File: config.mk
export PLATFORM = sky130hd
export DESIGN_NAME = kx_top
export DESIGN_NICKNAME = d
export VERILOG_FILES = /design/src/rtl/kx_pkg.sv /design/src/rtl/kx_sub_word.sv /design/src/rtl/kx_round_step.sv /design/src/rtl/kx_ctrl.sv /design/src/rtl/kx_top.sv
export SDC_FILE = /design/constraint.sdc
export NUM_CORES = 2
export LEC_CHECK = 0
export BUFFER_PORTS_ARGS = -buffer_cell sky130_fd_sc_hd__buf_2
export CAP_MARGIN = 10
export CELL_PAD_IN_SITES_DETAIL_PLACEMENT = 1
export CELL_PAD_IN_SITES_GLOBAL_PLACEMENT = 2
export CORE_ASPECT_RATIO = 1.5
export CORE_MARGIN = 5
export CORE_UTILIZATION = 25
export CTS_CLUSTER_DIAMETER = 60
export DETAILED_ROUTE_END_ITERATION = 6
export PLACE_DENSITY_LB_ADDON = 0.05
export SETUP_SLACK_MARGIN = 0.15
export SYNTH_ARGS = -nofsm -noshare
export SYNTH_HDL_FRONTEND = slang
export SYNTH_SLANG_ARGS = --single-unit
File: constraint.sdc
create_clock -name clk_i -period 25 [get_ports clk_i]
set_clock_uncertainty 0.05 [all_clocks]
set_input_delay 1.25 -clock clk_i [delete_from_list [all_inputs] [get_ports clk_i]]
set_output_delay 1.25 -clock clk_i [all_outputs]
set_load 0.1 [all_outputs]
File: src/rtl/kx_pkg.sv
package kx_pkg;
  localparam int BYTE_W = 8;
  localparam int WORD_W = 32;
  localparam int WORDS  = 4;
  localparam int KEY_W  = WORD_W * WORDS;

  function automatic logic [7:0] xtime(input logic [7:0] v);
    return {v[6:0], 1'b0} ^ (v[7] ? 8'h1b : 8'h00);
  endfunction

  function automatic logic [7:0] gf_mul(input logic [7:0] a, input logic [7:0] b);
    logic [7:0] acc;
    logic [7:0] p;
    acc = '0;
    p   = a;
    for (int i = 0; i < 8; i++) begin
      if (b[i]) acc = acc ^ p;
      p = xtime(p);
    end
    return acc;
  endfunction

  // a^254 = a^-1, zero maps to zero
  function automatic logic [7:0] gf_inv(input logic [7:0] a);
    logic [7:0] r;
    logic [7:0] p;
    logic [7:0] e;
    r = 8'h01;
    p = a;
    e = 8'hfe;
    for (int i = 0; i < 8; i++) begin
      if (e[i]) r = gf_mul(r, p);
      p = gf_mul(p, p);
    end
    return r;
  endfunction

  function automatic logic [7:0] sbox(input logic [7:0] a);
    logic [7:0] x;
    logic [7:0] y;
    x = gf_inv(a);
    for (int i = 0; i < 8; i++)
      y[i] = x[i] ^ x[(i+4)%8] ^ x[(i+5)%8] ^ x[(i+6)%8] ^ x[(i+7)%8];
    return y ^ 8'h63;
  endfunction

  function automatic logic [7:0] rcon(input int unsigned r);
    logic [7:0] v;
    v = 8'h01;
    for (int k = 1; k < 32; k++)
      if (k < r) v = xtime(v);
    return v;
  endfunction
endpackage

File: src/rtl/kx_sub_word.sv
module kx_sub_word
  import kx_pkg::*;
#(
  parameter int BYTES = 4
) (
  input  logic [BYTES*BYTE_W-1:0] word_i,
  output logic [BYTES*BYTE_W-1:0] word_o
);
  for (genvar b = 0; b < BYTES; b++) begin : g_byte
    assign word_o[b*BYTE_W +: BYTE_W] = sbox(word_i[b*BYTE_W +: BYTE_W]);
  end
endmodule

File: src/rtl/kx_round_step.sv
module kx_round_step
  import kx_pkg::*;
#(
  parameter int NR = 10,
  localparam int RW = $clog2(NR + 1)
) (
  input  logic [KEY_W-1:0] key_i,
  input  logic [RW-1:0]    rnd_i,
  input  logic             back_i,
  output logic [KEY_W-1:0] nxt_o
);
  logic [WORD_W-1:0] w [WORDS];
  logic [WORD_W-1:0] n [WORDS];
  logic [WORD_W-1:0] sub_in, sub_rot, sub_out;
  logic [7:0]        rc;

  for (genvar i = 0; i < WORDS; i++) begin : g_split
    assign w[i] = key_i[KEY_W-1-i*WORD_W -: WORD_W];
    assign nxt_o[KEY_W-1-i*WORD_W -: WORD_W] = n[i];
  end

  // shared substitution: input is the older key's last word in both directions
  assign sub_in  = back_i ? (w[3] ^ w[2]) : w[3];
  assign sub_rot = {sub_in[WORD_W-BYTE_W-1:0], sub_in[WORD_W-1 -: BYTE_W]};

  kx_sub_word #(.BYTES(WORDS)) u_sub (
    .word_i (sub_rot),
    .word_o (sub_out)
  );

  assign rc = back_i ? rcon(32'(rnd_i)) : rcon(32'(rnd_i) + 1);

  always_comb begin
    if (back_i) begin
      n[3] = w[3] ^ w[2];
      n[2] = w[2] ^ w[1];
      n[1] = w[1] ^ w[0];
      n[0] = w[0] ^ sub_out ^ {rc, 24'h0};
    end else begin
      n[0] = w[0] ^ sub_out ^ {rc, 24'h0};
      n[1] = w[1] ^ n[0];
      n[2] = w[2] ^ n[1];
      n[3] = w[3] ^ n[2];
    end
  end
endmodule

File: src/rtl/kx_ctrl.sv
module kx_ctrl #(
  parameter int NR = 10,
  localparam int RW = $clog2(NR + 1)
) (
  input  logic          clk_i,
  input  logic          rst_ni,
  input  logic          load_i,
  input  logic          dec_i,
  input  logic          step_i,
  output logic          upd_o,
  output logic          back_o,
  output logic [RW-1:0] rnd_o,
  output logic          busy_o,
  output logic          dec_o
);
  localparam logic [RW-1:0] LAST = RW'(NR);

  logic [RW-1:0] rnd_q;
  logic          busy_q, dec_q;
  logic          at_last, at_first, adv, ret;

  assign at_last  = (rnd_q == LAST);
  assign at_first = (rnd_q == '0);
  assign adv = !load_i && (busy_q || (!dec_q && step_i && !at_last));
  assign ret = !load_i && !busy_q && dec_q && step_i && !at_first;

  always_ff @(posedge clk_i or negedge rst_ni) begin
    if (!rst_ni) begin
      rnd_q  <= '0;
      busy_q <= 1'b0;
      dec_q  <= 1'b0;
    end else if (load_i) begin
      rnd_q  <= '0;
      busy_q <= dec_i;
      dec_q  <= dec_i;
    end else if (adv) begin
      rnd_q <= rnd_q + 1'b1;
      if (busy_q && (rnd_q + 1'b1 == LAST)) busy_q <= 1'b0;
    end else if (ret) begin
      rnd_q <= rnd_q - 1'b1;
    end
  end

  assign upd_o  = adv || ret;
  assign back_o = ret;
  assign rnd_o  = rnd_q;
  assign busy_o = busy_q;
  assign dec_o  = dec_q;

  p_round_cap_r6: assert property (@(posedge clk_i) disable iff (!rst_ni)
    rnd_q <= LAST);
  p_busy_end_r6: assert property (@(posedge clk_i) disable iff (!rst_ni)
    $fell(busy_q) |-> at_last);
  p_busy_ignores_step_r7: assert property (@(posedge clk_i) disable iff (!rst_ni)
    busy_q && !load_i |=> rnd_q == $past(rnd_q) + 1'b1);
  p_enc_fwd_r3: assert property (@(posedge clk_i) disable iff (!rst_ni)
    !load_i && !busy_q && !dec_q && step_i && !at_last |=> rnd_q == $past(rnd_q) + 1'b1);
  p_dec_back_r8: assert property (@(posedge clk_i) disable iff (!rst_ni)
    !load_i && !busy_q && dec_q && step_i && !at_first |=> rnd_q == $past(rnd_q) - 1'b1);
  p_load_wins_r10: assert property (@(posedge clk_i) disable iff (!rst_ni)
    load_i |=> rnd_q == '0 && busy_q == $past(dec_i));
  p_mode_latched_r11: assert property (@(posedge clk_i) disable iff (!rst_ni)
    !load_i |=> $stable(dec_q));
endmodule

File: src/rtl/kx_top.sv
module kx_top
  import kx_pkg::*;
#(
  parameter int NR = 10,
  localparam int RW = $clog2(NR + 1)
) (
  input  logic             clk_i,
  input  logic             rst_ni,
  input  logic [KEY_W-1:0] key_i,
  input  logic             load_i,
  input  logic             dec_i,
  input  logic             step_i,
  output logic [KEY_W-1:0] rkey_o,
  output logic [RW-1:0]    round_o,
  output logic             busy_o
);
  logic [KEY_W-1:0] key_q, nxt;
  logic             upd, back, dec_mode;

  kx_ctrl #(.NR(NR)) u_ctrl (
    .clk_i  (clk_i),
    .rst_ni (rst_ni),
    .load_i (load_i),
    .dec_i  (dec_i),
    .step_i (step_i),
    .upd_o  (upd),
    .back_o (back),
    .rnd_o  (round_o),
    .busy_o (busy_o),
    .dec_o  (dec_mode)
  );

  kx_round_step #(.NR(NR)) u_step (
    .key_i  (key_q),
    .rnd_i  (round_o),
    .back_i (back),
    .nxt_o  (nxt)
  );

  always_ff @(posedge clk_i or negedge rst_ni) begin
    if (!rst_ni)     key_q <= '0;
    else if (load_i) key_q <= key_i;
    else if (upd)    key_q <= nxt;
  end

  assign rkey_o = key_q;

  p_load_key_r2: assert property (@(posedge clk_i) disable iff (!rst_ni)
    load_i |=> rkey_o == $past(key_i));
  p_enc_end_hold_r5: assert property (@(posedge clk_i) disable iff (!rst_ni)
    !load_i && !busy_o && !dec_mode && round_o == RW'(NR) |=> $stable(rkey_o));
  p_dec_start_hold_r9: assert property (@(posedge clk_i) disable iff (!rst_ni)
    !load_i && !busy_o && dec_mode && round_o == '0 |=> $stable(rkey_o));
  p_idle_hold_r11: assert property (@(posedge clk_i) disable iff (!rst_ni)
    !load_i && !busy_o && !step_i |=> $stable(rkey_o) && $stable(round_o));
endmodule

==> impl_results.md <==
* WP data required at 25.38 ns
* CP startpoint kind: flop
* Fin crit period at 22.83 ns
* RePlAce Congestion at 0.817
* HPWL after DPL at about 270,000 um
* CP most frequent cell: xnor3_1
* Max clock buf depth at 2
* Crit end category: flop
* Post-Syn Nets at 9,922
* CP arrival at between 20 and 25 ns
* Fin crit share at 91.3%
* Number of global-route vias before repair at 74,245
* CTS Hold Bufs at 0
* Netlist Area Pre-Place at 74,400 um2
* Global-route usage over all layers at a little over a fifth
* DRT Pass-1 Iters at 5
* Root Buffer: clkbuf_16
* Initial antenna violation count at 26
* Commonest non-fill, non-tap cell in the layout: xnor2_1
* Row cnt at around 250
* Final Max Slew Viols at 0
* Initial core utilization at 25.1%
* Post-CTS Setup Inserts at 0
* Unrepaired setup endpoints after global routing: false
* Pin count of the biggest net entering global routing at 116
* Seq cells post-synth at between 100 and 150
* Via count at ~71,000
* GR Layer Usage met3 at roughly 1.4%
* Die H at just under 700 um
* Num CTS Buffers at 17
* GRT met1 Usage at about a quarter
* DIE WIDTH at between 400 and 500 um
* Max transition margin at around a fifth
* Final setup viols at 0
* Fill cell count at between 30,000 and 40,000
* Clk pin slew, worst setup/hold paths at ~0.1 ns
* GRT met2 Usage at around two fifths
* Multi-input logic area at 68,000 um2
* Max FO, Critical Path at 32
* I/O Buffers at 265
* Io pins at around 270
* EDFF count, synth at 0
* Vias per std cell at 5.16
* Max Freq at approximately 44 MHz
* Slowest CP cell: xnor2_1
* Floorplan core area at about 300,000 um2
* Setup TNS at 0 ns
* CTS tree: done
* Most frequent cells in the layout: 1,647 x xnor2_1, 1,331 x nor2_1, 969 x nand2_1, 521 x o21ai_0, 516 x a21oi_1
* Clock insertion delay at the later pin of the skew report at between 0.5 and 0.6 ns
* YS warnings at 0
* Residual DRC at 0
* 1st-iter DRT viols at about 3,200
* H-tree lvl count at 4
* Clock sink total at roughly 130
* Synthesized area per cell at around 7.6 um2
* Post_cts resized at 0
* Proportion of layout cells with a drive suffix above 1 at between 10% and 20%
* Most used routing layer: met2
* Total wire length at about 340,000 um
* First-pass GRT wire length at slightly above 500,000 um
* Most used DFF post-synth: dfrtp_1
* Hold/Removal Path Class: flop to flop
* Synthesized instance count at 9,760
* Sequential area share after synthesis at roughly 4.5%
* CP max stage delay at approximately 0.86 ns
* Final Hold Vio Count at 0
* Die area at 309,000 um2
* Layout net count at 9,876
* Max-cap viol count at 0
* Post-route ant nets at 0
* Ys async rst share at 100%
* Unique masters post-synth at approximately 130
* Post-DR wirelength/cell at 25.1 um
* Type of the worst setup path: flop to flop
* Sequential Area at about 3400 um2
* P&R area growth vs syn at 9.58%
* Status: finished, final reports clean
* GRT overflow at 0
* Worst-margin pin slew at 1.20 ns
==> state kept, by name, summed over array words and instances, names as in the netlist <==
name and flops:
u_ctrl.busy_o 1, rkey_o 128, u_ctrl.rnd_o 4, u_ctrl.dec_o 1
==> final timing paths <==
check / cells past startpoint / endpoint / slack, ns / from
setup / recovery: 67 / rkey_o[29]$_DFFE_PN0P_ / 2.17 / u_ctrl.rnd_o[0]$_DFFE_PN0P_
hold / removal: 2 / rkey_o[116]$_DFFE_PN0P_ / 0.63 / rkey_o[116]$_DFFE_PN0P_
setup reg to reg: 67 / rkey_o[29]$_DFFE_PN0P_ / 2.17 / u_ctrl.rnd_o[0]$_DFFE_PN0P_
hold reg to reg: 2 / rkey_o[116]$_DFFE_PN0P_ / 0.63 / rkey_o[116]$_DFFE_PN0P_
max in group asynchronous: 2 / rkey_o[43]$_DFFE_PN0P_ / 22.54 / rst_ni
min in group asynchronous: 1 / rkey_o[110]$_DFFE_PN0P_ / 0.70 / rst_ni
==> per-layer routing <==
| layer | part of all wire [%] | routed length [um] |
|---|---|---|
| met1 | 43 | 149000 |
| met2 | 52 | 180000 |
| met3 | 2.1 | 7360 |
| met4 | 2.0 | 6730 |
| met5 | 0.015 | 51 |
==> worst max-delay path, delay by kind of cell, from the launching register on <==
kind / cells / cell delay [ns]
AOI/OAI and AO/OA: 10 / 2.49
xor gates and xnor gates: 28 / 11.62
adders and majority gates: 4 / 1.56
buffers and inverters: 10 / 2.88
DFF: 1 / 0.49
muxes: 3 / 0.73
and+or+nand+nor: 12 / 2.76
==> cell type report <==
cell class,instances,share of cell area [%]
Multi-Input combinational cell,8776,83.3
Tap cell,3952,6.06
Timing Repair Buffer,630,5.04
Sequential cell,134,4.11
Inverter,155,0.716
Clock buffer,17,0.522
Clock inverter,15,0.210
Antenna cell,4,0.0123
==> per-stage QoR <==
stage	instances	hold WS (ns)	setup slack, ns	util [%]	instance area (um2)
after floorplan	9760	0.507	6.40	-	74400
after global placement	13647	0.617	1.82	27.3	81000
after detailed placement	13647	0.608	1.70	27.3	81000
after CTS	13679	0.629	1.82	27.5	81600
after global routing	13680	0.677	0.408	27.5	81600
final	13683	0.633	2.17	27.5	81600
==> synthesized netlist by cell type, types with 47 or more instances <==
library cell | n | share of area (%)
a31oi_1 | 96 | 0.81
o21ai_0 | 521 | 3.5
buf_1 | 74 | 0.37
nor2_1 | 1334 | 6.7
nand2b_1 | 77 | 0.65
nand3_1 | 190 | 1.3
a22oi_1 | 80 | 0.81
o21ai_1 | 70 | 0.47
inv_1 | 125 | 0.63
o31ai_1 | 51 | 0.51
and2_1 | 77 | 0.65
mux2_2 | 106 | 1.6
dfrtp_1 | 134 | 4.5
nor2b_1 | 76 | 0.64
xnor2_2 | 96 | 2.1
nand2_1 | 970 | 4.9
xor3_1 | 67 | 2.1
o22ai_1 | 141 | 1.2
a21oi_1 | 516 | 3.5
o211ai_1 | 91 | 0.92
a32oi_1 | 66 | 0.78
mux2i_1 | 267 | 3.6
xnor3_1 | 429 | 13
a211oi_1 | 82 | 0.83
and3_1 | 47 | 0.39
xnor2_1 | 1688 | 20
or3_1 | 60 | 0.50
xor2_2 | 51 | 1.1
nor3_1 | 242 | 1.6
buf_2 | 147 | 0.99
xor2_1 | 532 | 6.3
clkbuf_1 | 415 | 2.1
==> kinds of logic after synthesis <==
logic type / after synthesis / share of synthesized area, %
buf+inv: 850 / 4.93
fa+ha+maj: 34 / 0.555
xor+xnor: 2926 / 46.6
mux: 384 / 5.41
compound gates: 2144 / 18.5
simple gates: 3288 / 19.5
flops: 134 / 4.50
Power is left out: the tool's default activity adds up to more than one toggle a clock period on the data nets, which glitch-free logic cannot reach.
